[config.mk]
export PLATFORM = sky130hd
export DESIGN_NAME = boot_protect_gate
export DESIGN_NICKNAME = d
export VERILOG_FILES = /design/src/rtl/bpg_pkg.sv /design/src/rtl/bpg_block_map.sv /design/src/rtl/bpg_protect_eval.sv /design/src/rtl/boot_protect_gate.sv
export SDC_FILE = /design/constraint.sdc
export NUM_CORES = 1
export LEC_CHECK = 0
export ABC_CLOCK_PERIOD_IN_PS = 1500
export BUFFER_PORTS_ARGS = -buffer_cell sky130_fd_sc_hd__buf_2
export CAP_MARGIN = 20
export CORE_MARGIN = 1
export CORE_UTILIZATION = 41
export DETAILED_ROUTE_END_ITERATION = 16
export PLACE_DENSITY = 0.75
export SYNTH_ARGS = -nofsm -noshare
export SYNTH_HDL_FRONTEND = slang
export SYNTH_SLANG_ARGS = --single-unit
[constraint.sdc]
create_clock -name clk -period 1.5 [get_ports clk]
set_input_delay 0.3 -clock clk [delete_from_list [all_inputs] [get_ports clk]]
set_output_delay 0.3 -clock clk [all_outputs]
set_load 0.02 [all_outputs]
[src/rtl/bpg_pkg.sv]
package bpg_pkg;

  typedef enum logic [1:0] {
    OP_PROGRAM     = 2'd0,
    OP_SECTOR_ERASE = 2'd1,
    OP_BLOCK_ERASE = 2'd2,
    OP_CHIP_ERASE  = 2'd3
  } op_kind_e;

endpackage

[src/rtl/bpg_block_map.sv]
module bpg_block_map #(
  parameter int ADDR_W  = 20,
  parameter int BLOCK_W = 15,
  parameter int BOOT_W  = 13,
  localparam int CNT_W  = ADDR_W + 1,
  localparam int HI_W   = ADDR_W - BOOT_W
) (
  input  logic              top_boot,
  input  logic [ADDR_W-1:0] addr,
  output logic [ADDR_W-1:0] blk_base,
  output logic [CNT_W-1:0]  blk_words
);

  localparam int SPLIT = BLOCK_W - BOOT_W;
  localparam logic [CNT_W-1:0] SZ_BIG   = CNT_W'(1) << BLOCK_W;
  localparam logic [CNT_W-1:0] SZ_BOOT  = CNT_W'(1) << BOOT_W;
  localparam logic [CNT_W-1:0] SZ_SMALL = CNT_W'(1) << (BOOT_W - 1);
  localparam logic [CNT_W-1:0] SZ_MID   = CNT_W'(1) << (BOOT_W + 1);
  localparam logic [ADDR_W-1:0] ONE_A   = ADDR_W'(1);

  logic [HI_W-1:0]   hi_m;
  logic              in_boot_span;
  logic [ADDR_W-1:0] size_mask;

  // Mirror the address for top boot so one layout table serves both ends.
  assign hi_m         = top_boot ? ~addr[ADDR_W-1:BOOT_W] : addr[ADDR_W-1:BOOT_W];
  assign in_boot_span = (hi_m[HI_W-1:SPLIT] == '0);

  always_comb begin
    if (!in_boot_span) begin
      blk_words = SZ_BIG;
    end else begin
      case (hi_m[SPLIT-1:0])
        2'd0:    blk_words = SZ_BOOT;
        2'd1:    blk_words = SZ_SMALL;
        default: blk_words = SZ_MID;
      endcase
    end
  end

  // Every block is aligned to its size at either end, so clearing the
  // offset bits of the real address gives the base.
  assign size_mask = blk_words[ADDR_W-1:0] - ONE_A;
  assign blk_base  = addr & ~size_mask;

endmodule

[src/rtl/bpg_protect_eval.sv]
module bpg_protect_eval
  import bpg_pkg::*;
#(
  parameter int ADDR_W = 20,
  parameter int BOOT_W = 13,
  localparam int HI_W  = ADDR_W - BOOT_W
) (
  input  logic            top_boot,
  input  logic            wp_n,
  input  op_kind_e        kind,
  input  logic [HI_W-1:0] addr_hi,
  output logic            allow
);

  logic hits_boot;

  assign hits_boot = top_boot ? (&addr_hi) : (~|addr_hi);

  always_comb begin
    if (wp_n) begin
      allow = 1'b1;
    end else if (kind == OP_CHIP_ERASE) begin
      allow = 1'b0;
    end else begin
      allow = !hits_boot;
    end
  end

endmodule

[src/rtl/boot_protect_gate.sv]
module boot_protect_gate
  import bpg_pkg::*;
#(
  parameter int ADDR_W   = 20,
  parameter int SECTOR_W = 11,
  parameter int BLOCK_W  = 15,
  parameter int BOOT_W   = 13,
  localparam int CNT_W   = ADDR_W + 1
) (
  input  logic              clk,
  input  logic              rst,
  input  logic              cfg_top_boot,
  input  logic              wp_n,
  input  logic              req_valid,
  input  logic [1:0]        req_kind,
  input  logic [ADDR_W-1:0] req_addr,
  output logic              accept,
  output logic              reject,
  output logic [ADDR_W-1:0] region_base,
  output logic [CNT_W-1:0]  region_words
);

  localparam logic [ADDR_W-1:0] SECT_MASK = ADDR_W'((1 << SECTOR_W) - 1);
  localparam logic [CNT_W-1:0]  SZ_SECT   = CNT_W'(1) << SECTOR_W;
  localparam logic [CNT_W-1:0]  SZ_CHIP   = CNT_W'(1) << ADDR_W;

  op_kind_e          kind;
  logic              allow;
  logic [ADDR_W-1:0] blk_base;
  logic [CNT_W-1:0]  blk_words;
  logic [ADDR_W-1:0] nxt_base;
  logic [CNT_W-1:0]  nxt_words;

  assign kind = op_kind_e'(req_kind);

  bpg_block_map #(
    .ADDR_W (ADDR_W),
    .BLOCK_W(BLOCK_W),
    .BOOT_W (BOOT_W)
  ) u_map (
    .top_boot (cfg_top_boot),
    .addr     (req_addr),
    .blk_base (blk_base),
    .blk_words(blk_words)
  );

  bpg_protect_eval #(
    .ADDR_W(ADDR_W),
    .BOOT_W(BOOT_W)
  ) u_prot (
    .top_boot(cfg_top_boot),
    .wp_n    (wp_n),
    .kind    (kind),
    .addr_hi (req_addr[ADDR_W-1:BOOT_W]),
    .allow   (allow)
  );

  always_comb begin
    case (kind)
      OP_PROGRAM: begin
        nxt_base  = req_addr;
        nxt_words = CNT_W'(1);
      end
      OP_SECTOR_ERASE: begin
        nxt_base  = req_addr & ~SECT_MASK;
        nxt_words = SZ_SECT;
      end
      OP_BLOCK_ERASE: begin
        nxt_base  = blk_base;
        nxt_words = blk_words;
      end
      default: begin
        nxt_base  = '0;
        nxt_words = SZ_CHIP;
      end
    endcase
  end

  always_ff @(posedge clk) begin
    if (rst) begin
      accept       <= 1'b0;
      reject       <= 1'b0;
      region_base  <= '0;
      region_words <= '0;
    end else begin
      accept <= req_valid && allow;
      reject <= req_valid && !allow;
      if (req_valid && allow) begin
        region_base  <= nxt_base;
        region_words <= nxt_words;
      end
    end
  end

endmodule

# Word level (Yosys, flattened, before mapping)

Index checks and enable logic that the tools add are counted.

Register bits after elaboration: 43
Bits of input ports: 27
Output and inout bits: 43
Word-level logic and storage cells: 30

Add/sub/neg operators: 1
Eq/ne operators: 4
Mux-type cells: 8
Bitwise gates (word level): 3
Reductions and logical operators: 10

Operators with widths:

| kind                                                                  | number |
|---|---|
| 21-bit case mux with 3 select lines                                   | 1 |
| 20-bit case mux with 3 select lines                                   | 1 |
| 15-bit case mux with 2 select lines                                   | 1 |
| 21-bit two-way mux                                                    | 1 |
| 20-bit bitwise AND                                                    | 1 |
| 20-bit inverter                                                       | 1 |
| 20-bit by 1-bit subtractor with 20-bit output (second input constant) | 1 |
| 7-bit two-way mux                                                     | 1 |
| 7-bit inverter                                                        | 1 |
| 7-bit AND reduction                                                   | 1 |
| 7-bit OR reduction                                                    | 1 |
| 5-bit logical NOT                                                     | 1 |
| 2-bit by 1-bit == test with 1-bit output (second input constant)      | 2 |
| 2-bit == test (second input constant)                                 | 2 |
| 2-bit logical NOT                                                     | 2 |
| 1-bit logical NOT                                                     | 3 |
| 1-bit two-way mux                                                     | 3 |
| 1-bit logical AND                                                     | 2 |

# Logic depth before layout (Yosys ltp)

Depth in word-level cells: 9
Mapped depth: 8
Depth with buffers taken out: 5

# Hierarchy

A second synthesis with hierarchy kept.

Cells, all modules: 239
Area, all modules: 2089.5 sq um

Modules (own cells, without submodules):

| module            | instances | cells each | area an instance (sq um) | sequential area each (sq um) |
|---|---|---|---|---|
| boot_protect_gate | 1         | 176        | 1655.3                   | 860.8 |
| bpg_block_map     | 1         | 56         | 389.1                    | 0.0 |
| bpg_protect_eval  | 1         | 7          | 45.0                     | 0.0 |

# Worst setup path after synthesis

Ideal clock, no wire load.

Path type: input-to-reg
Start point: input cfg_top_boot
End point: register region_base[10]
Library setup time: 0.071 ns
Arrival: 1.474 ns
Required time: 1.429 ns
Setup slack: -0.045 ns
Cell stages on the path: 8
Path buffers: 3
Cells stage by stage: buf_6 nor4_4 and3_4 o31a_1 buf_6 buf_12 nand2_2 a21oi_2

Longest elaborated chain between the ends: 7
Elaborated cells between the ends (all ways): 12
Those cells by class: 1 x add/sub; 6 x mux; 2 x bitwise; 3 x reduce/logical

RTL lines:

| element                                       | RTL line                | text |
|---|---|---|
| start: declaration                            | boot_protect_gate.sv:12 | `input logic cfg_top_boot,` |
| 7-bit two-way mux                             | bpg_block_map.sv:26     | `assign hi_m = top_boot ? ~addr[ADDR_W-1:BOOT_W] : addr[ADDR_W-1:BOOT_W];` |
| 5-bit logical NOT                             | bpg_block_map.sv:27     | `assign in_boot_span = (hi_m[HI_W-1:SPLIT] == '0);` |
| 21-bit two-way mux                            | bpg_block_map.sv:30     | `if (!in_boot_span) begin` |
| 20-bit by 1-bit subtractor with 20-bit output | bpg_block_map.sv:43     | `assign size_mask = blk_words[ADDR_W-1:0] - ONE_A;` |
| 20-bit inverter                               | bpg_block_map.sv:44     | `assign blk_base = addr & ~size_mask;` |
| 20-bit bitwise AND                            | bpg_block_map.sv:44     |  |
| 20-bit case mux with 3 select lines           | boot_protect_gate.sv:59 | `case (kind)` |
| end signal: assignment                        | boot_protect_gate.sv:89 | `region_base <= nxt_base;` |
| end: declaration                              | boot_protect_gate.sv:19 | `output logic [ADDR_W-1:0] region_base,` |

Parallel ways exist; a longest one is shown, timed or not.
A chain may end at the register's enable or synchronous reset.

# Worst setup path in the final report

Start point: input req_addr[17]
End point: register region_base[17]

Longest elaborated chain between the ends: 8
Elaborated cells between the ends (all ways): 16
Those cells by class: 1 x add/sub; 6 x mux; 3 x bitwise; 6 x reduce/logical

RTL lines:

| element                                       | RTL line                | text |
|---|---|---|
| start: declaration                            | boot_protect_gate.sv:16 | `input logic [ADDR_W-1:0] req_addr,` |
| 7-bit inverter                                | bpg_block_map.sv:26     |  |
| 7-bit two-way mux                             | bpg_block_map.sv:26     |  |
| 5-bit logical NOT                             | bpg_block_map.sv:27     |  |
| 21-bit two-way mux                            | bpg_block_map.sv:30     |  |
| 20-bit by 1-bit subtractor with 20-bit output | bpg_block_map.sv:43     |  |
| 20-bit inverter                               | bpg_block_map.sv:44     |  |
| 20-bit bitwise AND                            | bpg_block_map.sv:44     |  |
| 20-bit case mux with 3 select lines           | boot_protect_gate.sv:59 |  |

Parallel ways exist; a longest one is shown, timed or not.

==> summary.txt <==
Outcome
  • Outcome: finished, final reports clean

Global route
  • Number of global-route vias before repair: 1118
  • Largest net degree at the start of global routing: 17
  • Number of antenna violations at the first check in global routing: 0
  • Grt total ovfl: 0
  • Wire length of the first global-routing pass: 4900 µm
  • Global-route usage over all layers: 0.179

Clocking
  • Clock insertion delay at the later pin of the skew report: 0.31 ns
  • Cell chosen for the clock root: sky130_fd_sc_hd__clkbuf_4
  • Post-CTS Repair Setup Buffers: 0
  • CTS H-tree depth: 2
  • Clock tree from TritonCTS: built
  • Hold-fix buffer count after cts: 0
  • Cts bufs inserted: 5
  • Clk slew on worst S/H paths: 0.09 ns
  • Number of gates resized after cts: 0
  • CTS max path bufs: 2
  • Clock sink count: 29

Synth
  • Area fraction in and, or, nand and nor cells after synthesis: 0.271
  • Fraction of the mapped netlist area in compound gates: 0.168
  • Dominant combinational cell family by area after synthesis: simple AND/OR/NAND/NOR gates
  • Synth async-reset ratio: 0
  • Arithmetic-cell share of the synthesized area counting full adders, half adders and majority gates: 0
  • Proportion of synthesized area in mux cells: 0.00679
  • Distinct cell type count of the synthesized netlist: 34
  • Share of Yosys cell area claimed by the top area cell type: 0.394
  • Synth area leader: sky130_fd_sc_hd__dfxtp_1
  • Main area contributors after synthesis: sky130_fd_sc_hd__dfxtp_1 (39%), sky130_fd_sc_hd__buf_4 (7.1%), sky130_fd_sc_hd__nand3_1 (7.1%), sky130_fd_sc_hd__a21oi_2 (6.5%), sky130_fd_sc_hd__a21oi_1 (5.8%)
  • Xor/xnor share of the synthesized area: 0.00594
  • Most common cell in the synthesized netlist: sky130_fd_sc_hd__dfxtp_1
  • Post-synthesis instance area: 1480 µm²
  • List of most frequent post-synthesis cells: sky130_fd_sc_hd__dfxtp_1 (29), sky130_fd_sc_hd__nand2_1 (22), sky130_fd_sc_hd__nand3_1 (21)
  • Fraction of the yosys area taken by sequential cells: 0.394
  • EDFF count, synth: 0
  • Post-Syn Area per Cell: 8.83 µm²
  • Synthesized instance count: 167
  • Top FF cell, synth: sky130_fd_sc_hd__dfxtp_1
  • Synthesis warning total: 0
  • Flip-flop and latch count after synthesis: 29

Timing
  • Final Hold Violating Endpoints: 0
  • Headroom to the max-slew limit: 0.657
  • Count of final max-slew check failures: 0
  • Max Clock Skew: 0 ns
  • Transition time at the pin with the least slew margin: 0.513 ns
  • Max Clock Freq: 770 MHz
  • Final-report setup violation count: 0
  • Minimum clock period after layout: 1.30 ns
  • Period utilisation layout: 0.865
  • RSZ-0062 raised after global routing: false
  • Post-route setup slack: 0.202 ns

Finish
  • Summed area of non-filler cells in the final layout: 1840 µm²
  • Area of all sequential standard cells: 581 µm²
  • Footprint of the multi-input gates: 721 µm²
  • Diode count: 0
  • Fillers: 322
  • Number of nets in the layout: 260
  • Fraction of layout cells with a size suffix above 1: 0.451
  • Growth of design area from synthesis to finish: 24.5%

Detailed routing
  • Number of violations reported at the end of detailed-routing iteration 0: 53
  • Number of nets with antenna violations after detailed routing: 0
  • Avg WL per Cell: 11.2 µm
  • Detailed-route wire length: 3130 µm
  • Vias per cell: 4.72
  • Drt drc: 0
  • First-pass iteration count of the detailed router: 4
  • Via count: 1317

Critical path
  • Highest net fanout along the worst path: 9
  • Data arrival at the endpoint of the critical path: 1.54 ns
  • CP Cell Sequence: buf_2, nand4_1, nor3_2, o31a_1, buf_4, nand2_2, a21oi_2
  • Required time of the worst setup path: 1.74 ns
  • Worst stage delay on the critical path: 0.34 ns
  • CP endpoint kind: flop
  • Category of the worst setup path launch point: primary input
  • Critical Setup Path Class: primary input to flop
  • CP max stage cell: sky130_fd_sc_hd__nor3_2
  • Flop-to-flop setup slack: 0.91 ns

Placed design
  • Number of input and output port buffers inserted: 55
  • Global placer's final weighted congestion: 0.798
  • Post-place setup slack: -0.0959 ns
  • Detail Placement HPWL: 2430 µm
  • Post-detailed-placement cell area: 1780 µm²

Power and ir drop
  • Static leakage: 0.000818 µW
  • Power density normalized to cell area: 882 nW/µm²
  • Maximum VDD drop: 0.472 mV

Die
  • Effective utilization at floorplan: 0.435
  • Vertical die dimension: 62.0 µm
  • Site Rows: 21
  • Full die area: 3840 µm²
  • Core Area: 3390 µm²
  • Die boundary width: 62.0 µm
  • Top Ports: 70

Run
  • Max Cap Viol: 0

Worst hold path
  • Type of the most critical hold path: primary input to flop
## sequential cells by signal (all words and copies together) (netlist names)
name	count
region_base	20
region_words	7
reject	1
accept	1
## final cells by class
| type | count | share of cell area |
|---|---|---|
| clock buffer | 7 | 0.0300 |
| multi-input combinational | 124 | 0.392 |
| sequential | 29 | 0.316 |
| tap | 46 | 0.0313 |
| timing repair buffer | 73 | 0.230 |
## final timing paths
path                 endpoint        startpoint  cells after the start
max           region_base[17]      req_addr[17]                      7
min            region_base[7]       req_addr[7]                      3
max reg2reg  region_words[12]  region_words[12]                      2
min reg2reg   region_base[16]   region_base[16]                      2
## kinds of logic (layout without fill, tap and decap cells)
group | after synthesis | after routing
DFF | 29 | 29
buffers and inverters | 27 | 80
muxes | 1 | 1
and+or+nand+nor | 73 | 73
AOI/OAI and AO/OA | 35 | 35
other | 1 | 14
xor gates and xnor gates | 1 | 1
## where the power goes
group / internal, µW / total (µW) / switching [µW]
Combinational: 128 / 336 / 208
Clock: 221 / 471 / 250
Sequential: 798 / 813 / 14.9
## per-stage QoR
stage / cells / setup TNS [ns] / power, µW / utilization / hold slack, ns
floorplan: 180 / 0 / 1090 / - / 0.452
global placement: 272 / -0.884 / 1160 / 0.526 / 0.437
detailed placement: 272 / -1.64 / 1170 / 0.526 / 0.444
CTS: 279 / 0 / 1640 / 0.542 / 0.227
global route: 279 / 0 / 1720 / 0.542 / 0.216
finish: 279 / 0 / 1620 / 0.542 / 0.237
## layout by cell type (no fill, tap or decap), types with 2 or more instances in the layout
cell	count
sky130_fd_sc_hd__nor2_1	5
sky130_fd_sc_hd__nand2_2	11
sky130_fd_sc_hd__dfxtp_1	29
sky130_fd_sc_hd__buf_4	17
sky130_fd_sc_hd__nor3b_1	3
sky130_fd_sc_hd__clkbuf_4	5
sky130_fd_sc_hd__nand3b_1	2
sky130_fd_sc_hd__conb_1	14
sky130_fd_sc_hd__o31ai_1	2
sky130_fd_sc_hd__nand2_1	21
sky130_fd_sc_hd__buf_2	55
sky130_fd_sc_hd__a21oi_2	11
sky130_fd_sc_hd__a21oi_1	17
sky130_fd_sc_hd__nand3_1	21
## layer usage
layer / track usage / up-vias / wire length (µm)
met1: 0.226 / 596 / 1430
met5: 0 / - / 0
met2: 0.281 / 41 / 1530
met4: 0.0762 / 0 / 34
li1: - / 678 / -
met3: 0.0559 / 2 / 132
## worst max-delay path, delay by kind of cell
| family | cells | cell delay [ns] |
|---|---|---|
| and+or+nand+nor | 3 | 0.55 |
| AOI/OAI and AO/OA | 2 | 0.36 |
| buffers and inverters | 2 | 0.33 |
Note: power is estimated with default switching activity, not from simulation.
